### config.mk
export PLATFORM = sky130hd
export DESIGN_NAME = rxq_top
export DESIGN_NICKNAME = d
export VERILOG_FILES = /design/src/rtl/rxq_pkg.sv /design/src/rtl/rxq_store.sv /design/src/rtl/rxq_flag.sv /design/src/rtl/rxq_top.sv
export SDC_FILE = /design/constraint.sdc
export NUM_CORES = 1
export LEC_CHECK = 0
export ABC_AREA = 1
export ABC_CLOCK_PERIOD_IN_PS = 3200
export BUFFER_PORTS_ARGS = -buffer_cell sky130_fd_sc_hd__buf_2
export CORE_UTILIZATION = 50
export DETAILED_ROUTE_END_ITERATION = 10
export GPL_TIMING_DRIVEN = 1
export MAX_ROUTING_LAYER = met4
export PLACE_DENSITY = 0.66
export RECOVER_POWER = 25
export SYNTH_ARGS = -nofsm -noshare
export SYNTH_HDL_FRONTEND = slang
export SYNTH_SLANG_ARGS = --single-unit
### constraint.sdc
create_clock -name clk -period 3.2 [get_ports clk]
set_input_delay 0.32 -clock clk [delete_from_list [all_inputs] [get_ports clk]]
set_output_delay 0.32 -clock clk [all_outputs]
set_load 0.01 [all_outputs]
### src/rtl/rxq_pkg.sv
package rxq_pkg;

    // Threshold in bytes for each trigger select code, scaled from the depth.
    function automatic int unsigned trig_level(input logic [1:0] sel,
                                               input int unsigned depth);
        int unsigned lvl;
        case (sel)
            2'b00:   lvl = 1;
            2'b01:   lvl = depth / 4;
            2'b10:   lvl = depth / 2;
            default: lvl = (3 * depth) / 4;
        endcase
        return lvl;
    endfunction

endpackage

### src/rtl/rxq_store.sv
module rxq_store #(
    parameter int DEPTH = 64,
    parameter int DW    = 8,
    localparam int AW   = $clog2(DEPTH),
    localparam int CW   = $clog2(DEPTH + 1)
) (
    input  logic          clk,
    input  logic          rst_n,
    input  logic          push_i,
    input  logic [DW-1:0] data_i,
    input  logic          perr_i,
    input  logic          pop_i,
    output logic [DW-1:0] head_data_o,
    output logic          head_perr_o,
    output logic [CW-1:0] count_o,
    output logic          overrun_o
);

    typedef struct packed {
        logic [AW-1:0] rd;
        logic [AW-1:0] wr;
        logic [CW-1:0] cnt;
        logic          ovr;
    } store_t;

    store_t st_d, st_q;
    logic [DW:0] mem_q [DEPTH];

    logic is_full, is_empty, do_pop, do_push;

    function automatic logic [AW-1:0] ptr_inc(input logic [AW-1:0] p);
        return (p == AW'(DEPTH - 1)) ? '0 : p + AW'(1);
    endfunction

    always_comb begin
        st_d     = st_q;
        is_full  = (st_q.cnt == CW'(DEPTH));
        is_empty = (st_q.cnt == '0);
        do_pop   = pop_i && !is_empty;
        // A read in the same cycle frees one slot, so a full store still takes the byte.
        do_push  = push_i && (!is_full || do_pop);
        if (do_push) st_d.wr = ptr_inc(st_q.wr);
        if (do_pop)  st_d.rd = ptr_inc(st_q.rd);
        st_d.cnt = st_q.cnt + CW'(do_push) - CW'(do_pop);
        if (push_i && !do_push) st_d.ovr = 1'b1;
    end

    always_ff @(posedge clk or negedge rst_n) begin
        if (!rst_n) begin
            st_q <= '0;
        end else begin
            st_q <= st_d;
        end
    end

    always_ff @(posedge clk) begin
        if (do_push) begin
            mem_q[st_q.wr] <= {perr_i, data_i};
        end
    end

    always_comb begin
        if (is_empty) begin
            head_data_o = '1;
            head_perr_o = 1'b0;
        end else begin
            head_data_o = mem_q[st_q.rd][DW-1:0];
            head_perr_o = mem_q[st_q.rd][DW];
        end
    end

    assign count_o   = st_q.cnt;
    assign overrun_o = st_q.ovr;

endmodule

### src/rtl/rxq_flag.sv
module rxq_flag #(
    parameter int DEPTH = 64,
    localparam int CW   = $clog2(DEPTH + 1)
) (
    input  logic          clk,
    input  logic          rst_n,
    input  logic [CW-1:0] count_i,
    input  logic [1:0]    trig_sel_i,
    input  logic          stat_rd_i,
    input  logic          stat_wr_i,
    input  logic          stat_wr_val_i,
    output logic          flag_o
);

    typedef struct packed {
        logic flag;
        logic armed;
    } flag_t;

    flag_t fl_d, fl_q;
    logic [CW-1:0] thr;
    logic at_level, clr_ok;

    always_comb begin
        fl_d     = fl_q;
        thr      = CW'(rxq_pkg::trig_level(trig_sel_i, DEPTH));
        at_level = (count_i >= thr);
        clr_ok   = stat_wr_i && !stat_wr_val_i && fl_q.armed && !at_level;
        if (stat_rd_i && fl_q.flag) fl_d.armed = 1'b1;
        if (clr_ok) begin
            fl_d.flag  = 1'b0;
            fl_d.armed = 1'b0;
        end
        if (at_level) fl_d.flag = 1'b1;
    end

    always_ff @(posedge clk or negedge rst_n) begin
        if (!rst_n) begin
            fl_q <= '0;
        end else begin
            fl_q <= fl_d;
        end
    end

    assign flag_o = fl_q.flag;

endmodule

### src/rtl/rxq_top.sv
module rxq_top #(
    parameter int DEPTH = 64,
    parameter int DW    = 8,
    localparam int CW   = $clog2(DEPTH + 1)
) (
    input  logic          clk,
    input  logic          rst_n,
    input  logic          push_i,
    input  logic [DW-1:0] push_data_i,
    input  logic          push_perr_i,
    input  logic          pop_i,
    output logic [DW-1:0] rd_data_o,
    output logic          rd_perr_o,
    output logic [CW-1:0] level_o,
    output logic          overrun_o,
    input  logic [1:0]    trig_sel_i,
    input  logic          status_rd_i,
    input  logic          status_wr_i,
    input  logic          status_wr_val_i,
    output logic          full_flag_o
);

    logic [CW-1:0] count_w;

    rxq_store #(.DEPTH(DEPTH), .DW(DW)) u_store (
        .clk         (clk),
        .rst_n       (rst_n),
        .push_i      (push_i),
        .data_i      (push_data_i),
        .perr_i      (push_perr_i),
        .pop_i       (pop_i),
        .head_data_o (rd_data_o),
        .head_perr_o (rd_perr_o),
        .count_o     (count_w),
        .overrun_o   (overrun_o)
    );

    rxq_flag #(.DEPTH(DEPTH)) u_flag (
        .clk           (clk),
        .rst_n         (rst_n),
        .count_i       (count_w),
        .trig_sel_i    (trig_sel_i),
        .stat_rd_i     (status_rd_i),
        .stat_wr_i     (status_wr_i),
        .stat_wr_val_i (status_wr_val_i),
        .flag_o        (full_flag_o)
    );

    assign level_o = count_w;

endmodule

# Yosys cells after proc, flatten, opt, wreduce, memory -nomap -nowiden

Memories as Yosys holds them, arrays and structs flattened.
Cells that the tools add are included.

Reductions and logical operators: 17
Eq/ne operators: 5
Magnitude comparators: 1
Mux-type cells: 10
$add $sub $neg: 4

Operator list:

| cell                  | number |
|---|---|
| $pmux W6 S3           | 1 |
| $add A6 B1 Y6 const B | 2 |
| $eq A6 B6 Y1 const B  | 2 |
| $mux W6               | 2 |
| $mux W8               | 1 |
| $add A7 B1 Y7         | 1 |
| $eq A7 B7 Y1 const B  | 1 |
| $ge A7 B6 Y1          | 1 |
| $logic_and A1 B1 Y1   | 7 |
| $logic_not A7 Y1      | 1 |
| $sub A7 B1 Y7         | 1 |
| $logic_not A1 Y1      | 5 |
| $mux W1               | 5 |
| $reduce_bool A2 Y1    | 2 |
| $eq A2 B1 Y1 const B  | 1 |
| $eq A2 B2 Y1 const B  | 1 |
| $logic_not A2 Y1      | 1 |
| $mux W2               | 1 |
| $logic_or A1 B1 Y1    | 1 |

Output and inout port bits: 18
Memory bits (writable): 576
Memories kept: 1
Register bits: 22
Logic and storage cells: 44

Memory list:

| memory        | depth | width | rd ports | clocked after memory_dff | wr ports | RTL line        | text |
|---|---|---|---|---|---|---|---|
| u_store.mem_q | 64    | 9     | 1        | 0                        | 1        | rxq_store.sv:27 | `logic [DW:0] mem_q [DEPTH];` |

# Depth between registers and ports, before layout

Depth after elaboration: 7
Mapped depth: 17

# Cells and area by module

Synthesis repeated with hierarchy kept, for this count alone.

Cell total of the unflattened synthesis: 2113
Area, all modules: 24741.2 um2

By module, submodules not included:

| module    | seq. area each (um2) | area each (um2) | cells each | times used |
|---|---|---|---|---|
| rxq_store | 17797.1              | 24538.5         | 2082       | 1 |
| rxq_flag  | 50.0                 | 202.7           | 31         | 1 |

# Worst setup path after synthesis

OpenSTA, ideal clock, no wires.

Kind: reg-to-reg
Start: register u_store.st_q (netlist bit u_store.count_o[2])
End: register u_store.st_q (netlist bit u_store.count_o[6])
Stages on the path, launching flop included: 18
Clock period less this slack: 2898 ps
Required time: 3121 ps
Arrival: 2819 ps
Slack: 302 ps
Library setup time: 79 ps
Path through: dfrtp_1 > inv_1 > ha_1 > nand3_1 > nor2_1 > nand2_1 > nand2_1 > inv_1 > ha_1 > inv_1 > ha_1 > fa_1 > a21oi_1 > o21bai_1 > a21oi_1 > nor2_1 > nor2_1 > xor2_1

RTL lines:

| element                | RTL line        | text |
|---|---|---|
| start, declared        | rxq_store.sv:26 | `store_t st_d, st_q;` |
| start signal, assigned | rxq_store.sv:52 | `st_q <= st_d;` |

# Worst setup path after layout

Start: register u_store.st_q[14] (netlist name)
End: output rd_data_o[3]

Word-level cells in the longest chain between the ends: 2

RTL lines:

| element        | RTL line        | text |
|---|---|---|
| $mem_v2 Z64 W9 | -               |  |
| $mux W8        | rxq_store.sv:63 | `if (is_empty) begin` |
| end, declared  | rxq_top.sv:12   | `output logic [DW-1:0] rd_data_o,` |

No other way between the ends.

==> results.sh <==
export IMPL_violations="capacitance limit, slew limit"
export IMPL_peakVddDrop_mv=0.557
export IMPL_num_vias=16500
export IMPL_avgSynthCellArea_um2=11.7
export IMPL_cts_max_path_buffers=3
export IMPL_viasPerCell=5.62
export IMPL_drtIter0Drc=1971
export IMPL_r2r_slack_ns=0.25
export IMPL_grt_pass1_wl_um=94400
export IMPL_die_area_mm2=0.0505
export IMPL_fill_cells=3962
export IMPL_arrival_ns=2.84
export IMPL_final_cell_mix="edfxtp_1, nor2_1, nand2_1"
export IMPL_num_rows=81
export IMPL_fin_cells=2939
export IMPL_dp_hpwl_um=37000
export IMPL_synth_area_mm2=0.0248
export IMPL_portBuffers=35
export IMPL_cts_tree="yes"
export IMPL_antenna_found_initial=1
export IMPL_worstSetupEndpointType="primary output"
export IMPL_min_period_ns=3.16
export IMPL_critPathMaxStageDelay_ns=0.60
export IMPL_relSlewSlack_pct=-42.4
export IMPL_path_cells="inv_8 > buf_16 > nor2_1 > o211ai_1 > nand3_1 > nand3_1 > nand3_1 > nand2_1 > buf_2"
export IMPL_yosysWarnings=0
export IMPL_insertion_delay_ns=0.63
export IMPL_path_clk_slew_ns=0.06
export IMPL_ys_ff_latch=598
export IMPL_gp_congestion=0.916
export IMPL_grt_pass1_vias=16000
export IMPL_fin_skew_ns=0.0203
export IMPL_crit_type="flop to primary output"
export IMPL_worstMarginPinSlew_ns=2.14
export IMPL_required_ns=2.88
export IMPL_coreArea_mm2=0.0490
export IMPL_die_h_um=225
export IMPL_start_util_pct=50.7
export IMPL_drive_above_1_share_pct=11.6
export IMPL_post_route_period_util_pct=98.6
export IMPL_path_buf_inv=3
export IMPL_status="finished, violations left"
export IMPL_start_kind="flop"
export IMPL_holdPathStages=3
export IMPL_cp_common_cell="nand3_1"
export IMPL_cap_violations=3
export IMPL_syn_inst=2124
export IMPL_grt_ovfl_total=0
export IMPL_cts_buffers=59
export IMPL_powerDensity_mw_per_mm2=848
export IMPL_ioPinCount=36
export IMPL_dr_pass1_iters=7
export IMPL_hold_class="input port to flop"
export IMPL_ys_seq_area_share_pct=71.9
export IMPL_cp_num_cells=9
export IMPL_final_nets=2259
export IMPL_cp_slowest_cell="dfrtp_4"
export IMPL_routedWlPerCell_um=21.9
export IMPL_worstPathMaxFanout=42
export IMPL_slew_viol_final=132
export IMPL_rr_worst_depth=17
export IMPL_rsz0062_at_grt="true"
export IMPL_finalHoldViolCount=0
export IMPL_root_buffer="clkbuf_16"
export IMPL_leakage_nw=10.1
export IMPL_finalWorstSetupSlack_ns=0.0435
export IMPL_cts_sinks=598
export IMPL_final_common_cell="edfxtp_1"
export IMPL_routed_wirelength_um=64400
export IMPL_pre_cts_ws_ns=0.193
export IMPL_die_w_um=225
export IMPL_cp_top_family="simple AND/OR/NAND/NOR gates"
export IMPL_dp_cells=2814
export IMPL_ant_nets=0
export IMPL_grt_start_max_net_pins=98
export IMPL_gr_usage_all_layers_pct=25.8
export IMPL_syn_num_nets=2158
export IMPL_timing_fmax_ghz=0.317
export IMPL_drc_errors=0
export IMPL_area_growth_pct=14.3
export IMPL_setup_viol=0
export IMPL_cts_max_level=2
export IMPL_synth_cell_types=32
-- layout make-up --
cell class	instances	area, µm²	area share [%]
repair buffers	164	1470	5.18
clock inverters	35	216	0.763
diodes	1	2.50	0.00882
clock buffers	75	1610	5.67
multi-input cells	1313	6030	21.3
well taps	664	831	2.93
inverters	89	353	1.24
flip-flops and latches	598	17900	62.9
-- cell usage after synthesis, drive strengths merged --
cell type / count / share of area [%]
edfxtp: 576 / 70
nor2: 487 / 7.4
nand2: 290 / 4.4
o21ai: 252 / 5.1
nand3: 139 / 2.8
inv: 86 / 1.3
buf: 83 / 2.2
o211ai: 57 / 1.7
clkbuf: 41 / 0.62
a21oi: 35 / 0.71
dfrtp: 22 / 2.2
ha: 15 / 0.76
o22ai: 11 / 0.28
xor2: 9 / 0.32
nand4: 4 / 0.10
clkinv: 3 / 0.045
nor3: 3 / 0.081
o21bai: 2 / 0.060
or2: 2 / 0.050
a21boi: 1 / 0.030
a31o: 1 / 0.035
fa: 1 / 0.081
nor4: 1 / 0.025
o2111ai: 1 / 0.035
o21a: 1 / 0.030
xnor2: 1 / 0.035
-- power breakdown --
part / leakage (nW) / switching, mW / internal [mW] / total [mW]
clock network: 0.902 / 2.88 / 3.69 / 6.57
registers: 5.43 / 0.240 / 9.00 / 9.24
logic: 3.77 / 5.64 / 2.61 / 8.25
-- sequential cells by signal, indices dropped and copies added (netlist names) --
signal,flops
u_store.count_o,7
u_store.st_q,12
u_store.overrun_o,1
u_flag.fl_q,1
u_flag.flag_o,1
u_store.mem_q,576
-- per-layer routing --
layer | part of all wire, % | track usage, %
met3 | 9.1 | 5.85
met4 | 2.8 | 8.10
met2 | 46 | 38.9
met5 | 0 | -
met1 | 42 | 35.0
-- worst reg2reg max path: cells and delay by family (launching register included) --
kind            cells  cell delay, ns
compound gates      3            0.40
fa+ha+maj           4            1.08
simple gates        6            0.59
xor+xnor            1            0.16
buf+inv             3            0.23
flops               1            0.40
-- path summary, 6_finish.rpt --
kind | startpoint | endpoint
max | u_store.st_q[14]$_DFFE_PN0P_ | rd_data_o[3]
max in group asynchronous | rst_n | u_store.st_q[14]$_DFFE_PN0P_
max reg2reg | u_store.count_o[2]$_DFF_PN0_ | u_store.count_o[6]$_DFF_PN0_
min reg2reg | u_store.overrun_o$_DFFE_PN0P_ | u_store.overrun_o$_DFFE_PN0P_
min in group asynchronous | rst_n | u_store.st_q[19]$_DFFE_PN0P_
min | status_wr_val_i | u_flag.flag_o$_DFFE_PN0P_
-- metrics by stage --
stage | area (µm²) | hold slack [ns] | util [%] | total power, mW | TNS (ns)
after global placement | 26200 | 0.324 | 53.5 | 16.8 | 0
final | 28400 | 0.0452 | 57.9 | 24.1 | 0
after CTS | 28000 | 0.0190 | 57.3 | 23.5 | 0
after detailed placement | 26200 | 0.335 | 53.5 | 17.0 | 0
after floorplan | 24800 | 0.0244 | - | 14.2 | 0
after global routing | 28400 | 0.0302 | 57.9 | 25.2 | -0.0935
-- kinds of logic (layout without fill, tap and decap cells) --
| kind of cell | count (synthesis) | count (layout) | share of synthesized area, % |
|---|---|---|---|
| buffers and inverters | 213 | 363 | 4.13 |
| XOR/XNOR | 10 | 10 | 0.353 |
| other | 0 | 1 | 0 |
| AO/OA/AOI/OAI | 361 | 361 | 7.98 |
| adder cells (fa/ha/maj) | 16 | 16 | 0.837 |
| flip-flops | 598 | 598 | 71.9 |
| AND/OR/NAND/NOR | 926 | 926 | 14.8 |
-- timing repair --
action | in CTS | in global routing
cloned | 0 | 7
hold buffers | 3 | 0
resized for setup | 4 | 36
setup endpoints to repair | 6 | 10
endpoints found under the hold margin | 24 | 0
setup buffers | 0 | 4
pin swaps | 0 | 1
No activity file was read; power rests on OpenSTA's default activity.
